<file path="src/rtl/clb_pkg.sv">
package clb_pkg;
    localparam int CLB_SEL_W = 3;
    localparam int CLB_OUT_N = 2;
    localparam logic MODE_COMB = 1'b0;
    localparam logic MODE_REG  = 1'b1;
endpackage

</file>
<file path="src/rtl/clb_truth_mem.sv">
module clb_truth_mem #(
    parameter int SEL_W = clb_pkg::CLB_SEL_W,
    parameter int OUT_N = clb_pkg::CLB_OUT_N
) (
    input  logic             clk,
    input  logic             wr_en,
    input  logic [SEL_W-1:0] wr_addr,
    input  logic [OUT_N-1:0] wr_data,
    input  logic [SEL_W-1:0] rd_addr,
    output logic [OUT_N-1:0] rd_data
);
    localparam int DEPTH = 1 << SEL_W;

    logic [OUT_N-1:0] words [DEPTH];

    // Configuration storage: written on the edge, never cleared by reset.
    always_ff @(posedge clk) begin
        if (wr_en) begin
            words[wr_addr] <= wr_data;
        end
    end

    // Read side is purely combinational: the logic inputs select a word.
    assign rd_data = words[rd_addr];
endmodule

</file>
<file path="src/rtl/clb_mode_reg.sv">
module clb_mode_reg #(
    parameter int OUT_N = clb_pkg::CLB_OUT_N
) (
    input  logic             clk,
    input  logic             wr_en,
    input  logic [OUT_N-1:0] wr_data,
    output logic [OUT_N-1:0] mode
);
    always_ff @(posedge clk) begin
        if (wr_en) begin
            mode <= wr_data;
        end
    end
endmodule

</file>
<file path="src/rtl/clb_out_stage.sv">
module clb_out_stage #(
    parameter int OUT_N = clb_pkg::CLB_OUT_N
) (
    input  logic             clk,
    input  logic             rst,
    input  logic [OUT_N-1:0] lut_bits,
    input  logic [OUT_N-1:0] mode,
    output logic [OUT_N-1:0] out_bits
);
    logic [OUT_N-1:0] ff_q;

    for (genvar k = 0; k < OUT_N; k++) begin : g_lane
        always_ff @(posedge clk) begin
            if (rst) begin
                ff_q[k] <= 1'b0;
            end else begin
                ff_q[k] <= lut_bits[k];
            end
        end

        always_comb begin
            unique case (mode[k])
                clb_pkg::MODE_REG:  out_bits[k] = ff_q[k];
                default:            out_bits[k] = lut_bits[k];
            endcase
        end
    end
endmodule

</file>
<file path="src/rtl/clb_cell.sv">
module clb_cell #(
    parameter int SEL_W = clb_pkg::CLB_SEL_W,
    parameter int OUT_N = clb_pkg::CLB_OUT_N
) (
    input  logic             clk,
    input  logic             rst,
    input  logic             cfg_we,
    input  logic [SEL_W-1:0] cfg_addr,
    input  logic [OUT_N-1:0] cfg_data,
    input  logic             cfg_mode_we,
    input  logic [OUT_N-1:0] cfg_mode,
    input  logic [SEL_W-1:0] lut_in,
    output logic [OUT_N-1:0] cell_out
);
    logic [OUT_N-1:0] lut_raw;
    logic [OUT_N-1:0] mode_r;

    clb_truth_mem #(.SEL_W(SEL_W), .OUT_N(OUT_N)) mem_i (
        .clk     (clk),
        .wr_en   (cfg_we),
        .wr_addr (cfg_addr),
        .wr_data (cfg_data),
        .rd_addr (lut_in),
        .rd_data (lut_raw)
    );

    clb_mode_reg #(.OUT_N(OUT_N)) mode_i (
        .clk     (clk),
        .wr_en   (cfg_mode_we),
        .wr_data (cfg_mode),
        .mode    (mode_r)
    );

    clb_out_stage #(.OUT_N(OUT_N)) out_i (
        .clk      (clk),
        .rst      (rst),
        .lut_bits (lut_raw),
        .mode     (mode_r),
        .out_bits (cell_out)
    );
endmodule

</file>
<file path="config.mk">
export PLATFORM = sky130hd
export DESIGN_NAME = clb_cell
export DESIGN_NICKNAME = d
export VERILOG_FILES = /design/src/rtl/clb_pkg.sv /design/src/rtl/clb_truth_mem.sv /design/src/rtl/clb_mode_reg.sv /design/src/rtl/clb_out_stage.sv /design/src/rtl/clb_cell.sv
export SDC_FILE = /design/constraint.sdc
export NUM_CORES = 1
export LEC_CHECK = 0
export BUFFER_PORTS_ARGS = -buffer_cell sky130_fd_sc_hd__buf_2
export CAP_MARGIN = 30
export CORE_MARGIN = 5
export CORE_UTILIZATION = 35
export DETAILED_ROUTE_END_ITERATION = 12
export PLACE_DENSITY = 0.59
export SLEW_MARGIN = 25
export SYNTH_ARGS = -nofsm -noshare
export SYNTH_HDL_FRONTEND = slang
export SYNTH_SLANG_ARGS = --single-unit
</file>
<file path="constraint.sdc">
create_clock -name clk -period 3.3 [get_ports clk]
set_input_delay 0.66 -clock clk [delete_from_list [all_inputs] [get_ports clk]]
set_output_delay 0.66 -clock clk [all_outputs]
set_load 0.01 [all_outputs]
</file>
* Word-level counts from Yosys, hierarchy flattened
Memory sizes are Yosys's and may differ from the RTL's.
Index checks and enable logic that the tools add are counted.
** Word-level totals
- Register bits after elaboration :: 4
- Memory bits (writable) :: 16
- Input bits :: 14
- Output and inout port bits :: 2
- Logic and storage cells :: 8
- Memories kept :: 1
** Cells by class
- Muxes and demuxes :: 4
** Memories
- mem_i.words :: depth 8, bits a word 2, read ports 1, clocked after memory_dff 0, write ports 1, RTL line clb_truth_mem.sv:14 : logic [OUT_N-1:0] words [DEPTH];
** Operator list (number)
- 1-bit two-way mux :: 4

* Depth between registers and ports, before layout
- Depth after elaboration :: 2
- Mapped depth :: 4
- Gate-level depth less buffers :: 3

* Hierarchy
From an unflattened synthesis, not the netlist that was laid out.
** Unflattened totals
- Cells, all modules :: 43
- Area total of the unflattened synthesis :: 809.5 um2
** By module, submodules not included
- clb_truth_mem :: times used 1, cells each 35, area an instance 666.9 um2, sequential area each 480.5 um2
- clb_out_stage :: times used 1, cells each 6, area an instance 82.6 um2, sequential area each 40.0 um2
- clb_mode_reg :: times used 1, cells each 2, area an instance 60.1 um2, sequential area each 60.1 um2

* Worst setup path before layout
OpenSTA, ideal clock, no wires.
- Path type :: input -> output
- From :: input port lut_in[0]
- To :: output port cell_out[0]
- Arrival :: 1.535 ns
- Required time :: 2.640 ns
- Setup slack :: 1.105 ns
- Stages :: 4
- Path buffers :: 1
- Cells stage by stage :: buf_6 mux2i_1 mux4_2 o21ai_2
** Between the ends
- Longest elaborated chain between the ends :: 2
** Ends and longest elaborated chain
- start, declared :: RTL line clb_cell.sv:12 : input logic [SEL_W-1:0] lut_in,
- memory 8 x 2 bit
- 1-bit two-way mux :: RTL line clb_out_stage.sv:22 : unique case (mode[k])
- end, declared :: RTL line clb_cell.sv:13 : output logic [OUT_N-1:0] cell_out
Every way passes these cells.

* Final worst setup path
- From :: input port lut_in[0]
- To :: output port cell_out[1]
Same word-level chain as after synthesis.

==> impl_metrics.json <==
{
  "clk_latency_ps": 290,
  "num_rows": 17,
  "yosys.area.top_type": "edfxtp_1",
  "die_h_um": 58.1,
  "critPathCaptureType": "output port",
  "synth-warning-count": 0,
  "yosys-top-cells-count": "18 x edfxtp_1, 8 x mux2i_1, 8 x nor2_1",
  "irDropWorstVdd_mv": 0.204,
  "postLayoutCellArea_um2": 933,
  "first_global_vias": 457,
  "grt_pass1_wl_um": 2040,
  "core_area_um2": 2210,
  "synth_edf_count": 18,
  "totalWireLength_um": 1210,
  "syn-num-nets": 64,
  "syn_area_um2": 808,
  "drive_above_1_share_pct": 32.4,
  "die_area_um2": 3370,
  "gp_congestion": 0.672,
  "cts_tree": "done",
  "cp_data_arrival_time_ps": 1730,
  "vias_per_cell": 4.56,
  "netSwitchingPower_uw": 91.4,
  "areaGrowthSynthToFinish_pct": 15.5,
  "vias": 438,
  "synth_cell_types": 10,
  "syn_inst": 50,
  "clkSlewWorstSetupHoldPaths_ps": 100,
  "worstSetupPathType": "primary input to output port",
  "synth_top_area_share_pct": 66.9,
  "grt.total_usage_pct": 8.25,
  "worstReg2RegEnd": "out_i.ff_q[1]",
  "antenna_left": 0,
  "h-tree-depth": 1,
  "cts_setup_buffers": 0,
  "io_pins": 16,
  "power_uw": 441,
  "final_util_pct": 42.2,
  "async_flop_share_pct": 0,
  "hold_viol_final": 0,
  "p_seq_share_pct": 65.7,
  "port_buffers": 15,
  "nets": 83,
  "ctsResizeCount": 0,
  "num_antenna_cells": 0,
  "leakage_uw": 0.000351,
  "reg2regPathDepth": 3,
  "critPathMaxFanout": 8,
  "critPathRequiredTime_ps": 2640,
  "hold_path_end": "out_i.ff_q[0]",
  "skew_ps": 6.24,
  "ctsHoldBuffers": 0,
  "status": "finished, final reports clean",
  "p_int_uw": 350,
  "timing.rr.start": "mem_i.words[4][1]",
  "yosysSeqAreaShare_pct": 71.8,
  "min_period_ps": 2390,
  "antenna_found_initial": 0,
  "clock_sinks": 20,
  "dp_hpwl_um": 972,
  "cts_buffers": 3,
  "synth_most_common_cell": "edfxtp_1",
  "worstHoldPathType": "primary input to register",
  "avgSynthCellArea_um2": 16.2,
  "hp-start": "rst",
  "cts_buffer_depth": 2,
  "grt_max_degree": 12,
  "floorplan.initialDensity_pct": 36.5,
  "comb_power_share_pct": 9.0,
  "whs_path_depth": 2,
  "drt-initial-drc-count": 8,
  "clockRootBuffer": "clkbuf_4",
  "tightest_slew_ps": 358,
  "max_cap_violations": 0,
  "setup_tns_ps": 0,
  "ys.flop_type": "edfxtp_1",
  "setup_viol_count_final": 0,
  "power_density_nw_per_um2": 473,
  "r2r_slack_ps": 2250,
  "die_x_um": 58.1,
  "slew_headroom_pct": 75.9,
  "gr-total-overflow": 0,
  "fin_crit_sh_pct": 72.5,
  "hold_slack_ps": 527,
  "pwr-share-clk_pct": 25.3,
  "timing.final.max_slew_violations": 0,
  "max_freq_mhz": 418,
  "swShare_pct": 20.7,
  "drc_errors": 0,
  "cp-start-kind": "primary input",
  "dpl_cell_area_um2": 907,
  "synth_area_leaders": "edfxtp_1 67%, mux2i_1 9.9%, mux4_2 5.6%",
  "drtPass1Iterations": 4,
  "wire_per_inst_um": 12.6,
  "rsz0062_at_grt": "no",
  "ys_ff_latch": 20
}
## area by class of cell
cell class | count | area (µm²)
clock buffers | 3 | 22.5
clock inverters | 1 | 3.75
fillers | 222 | 1280
multi-input cells | 29 | 216
flip-flops and latches | 20 | 581
well taps | 28 | 35.0
repair buffers | 15 | 75.1
## how the worst max path moves through the flow
stage	from	to	depth (start not counted)
floorplan	lut_in[0]	cell_out[0]	4
detailed placement	lut_in[0]	cell_out[1]	5
CTS	lut_in[0]	cell_out[1]	5
finish	lut_in[0]	cell_out[1]	5
global route	lut_in[0]	cell_out[0]	5
global placement	lut_in[0]	cell_out[1]	5
## metal layers
layer	routed length (µm)	vias up	global-route usage, %
li1	-	221	-
met4	0	0	2.98
met5	0	-	0
met2	574	17	12.9
met1	516	200	9.83
met3	114	0	4.01
## cell usage in the layout, fill, tap and decap left out, drive strengths merged
cell type,instances
buf,15
nand2b,3
nand2,4
mux4,2
dfxtp,2
edfxtp,18
clkbuf,3
nor2,8
mux2i,8
o21ai,2
nor3,2
clkinv,1
## per-stage QoR
step,setup WS (ps),std cells
floorplan,1100,50
CTS,889,96
global route,822,96
detailed placement,889,92
finish,909,96
global placement,906,92
## critical path: stages
cell,delay [ps]
buf_2,220
mux2i_1,110
mux4_2,500
o21ai_2,110
buf_2,140
## power groups by stage
stage | clock (µW) | combinational (µW) | sequential [µW]
2_1_floorplan | 0 | 23.5 | 295
3_3_place_gp | 0 | 39.7 | 296
3_5_place_dp | 0 | 40.4 | 296
4_1_cts | 118 | 40.5 | 290
5_1_grt | 132 | 44.8 | 291
6_report | 112 | 39.6 | 290
## cell families (layout without fill, tap and decap cells)
group | after synthesis | in the layout | share of synthesized area, %
flops | 20 | 20 | 71.8
simple gates | 17 | 17 | 9.13
mux | 10 | 10 | 15.5
compound gates | 2 | 2 | 2.17
buf+inv | 1 | 19 | 1.39
## registers in the layout, indices dropped and copies added (netlist names)
name,cells
mem_i.words,16
out_i.ff_q,2
mode_i.mode,2
Power figures use the tool's default switching activity.
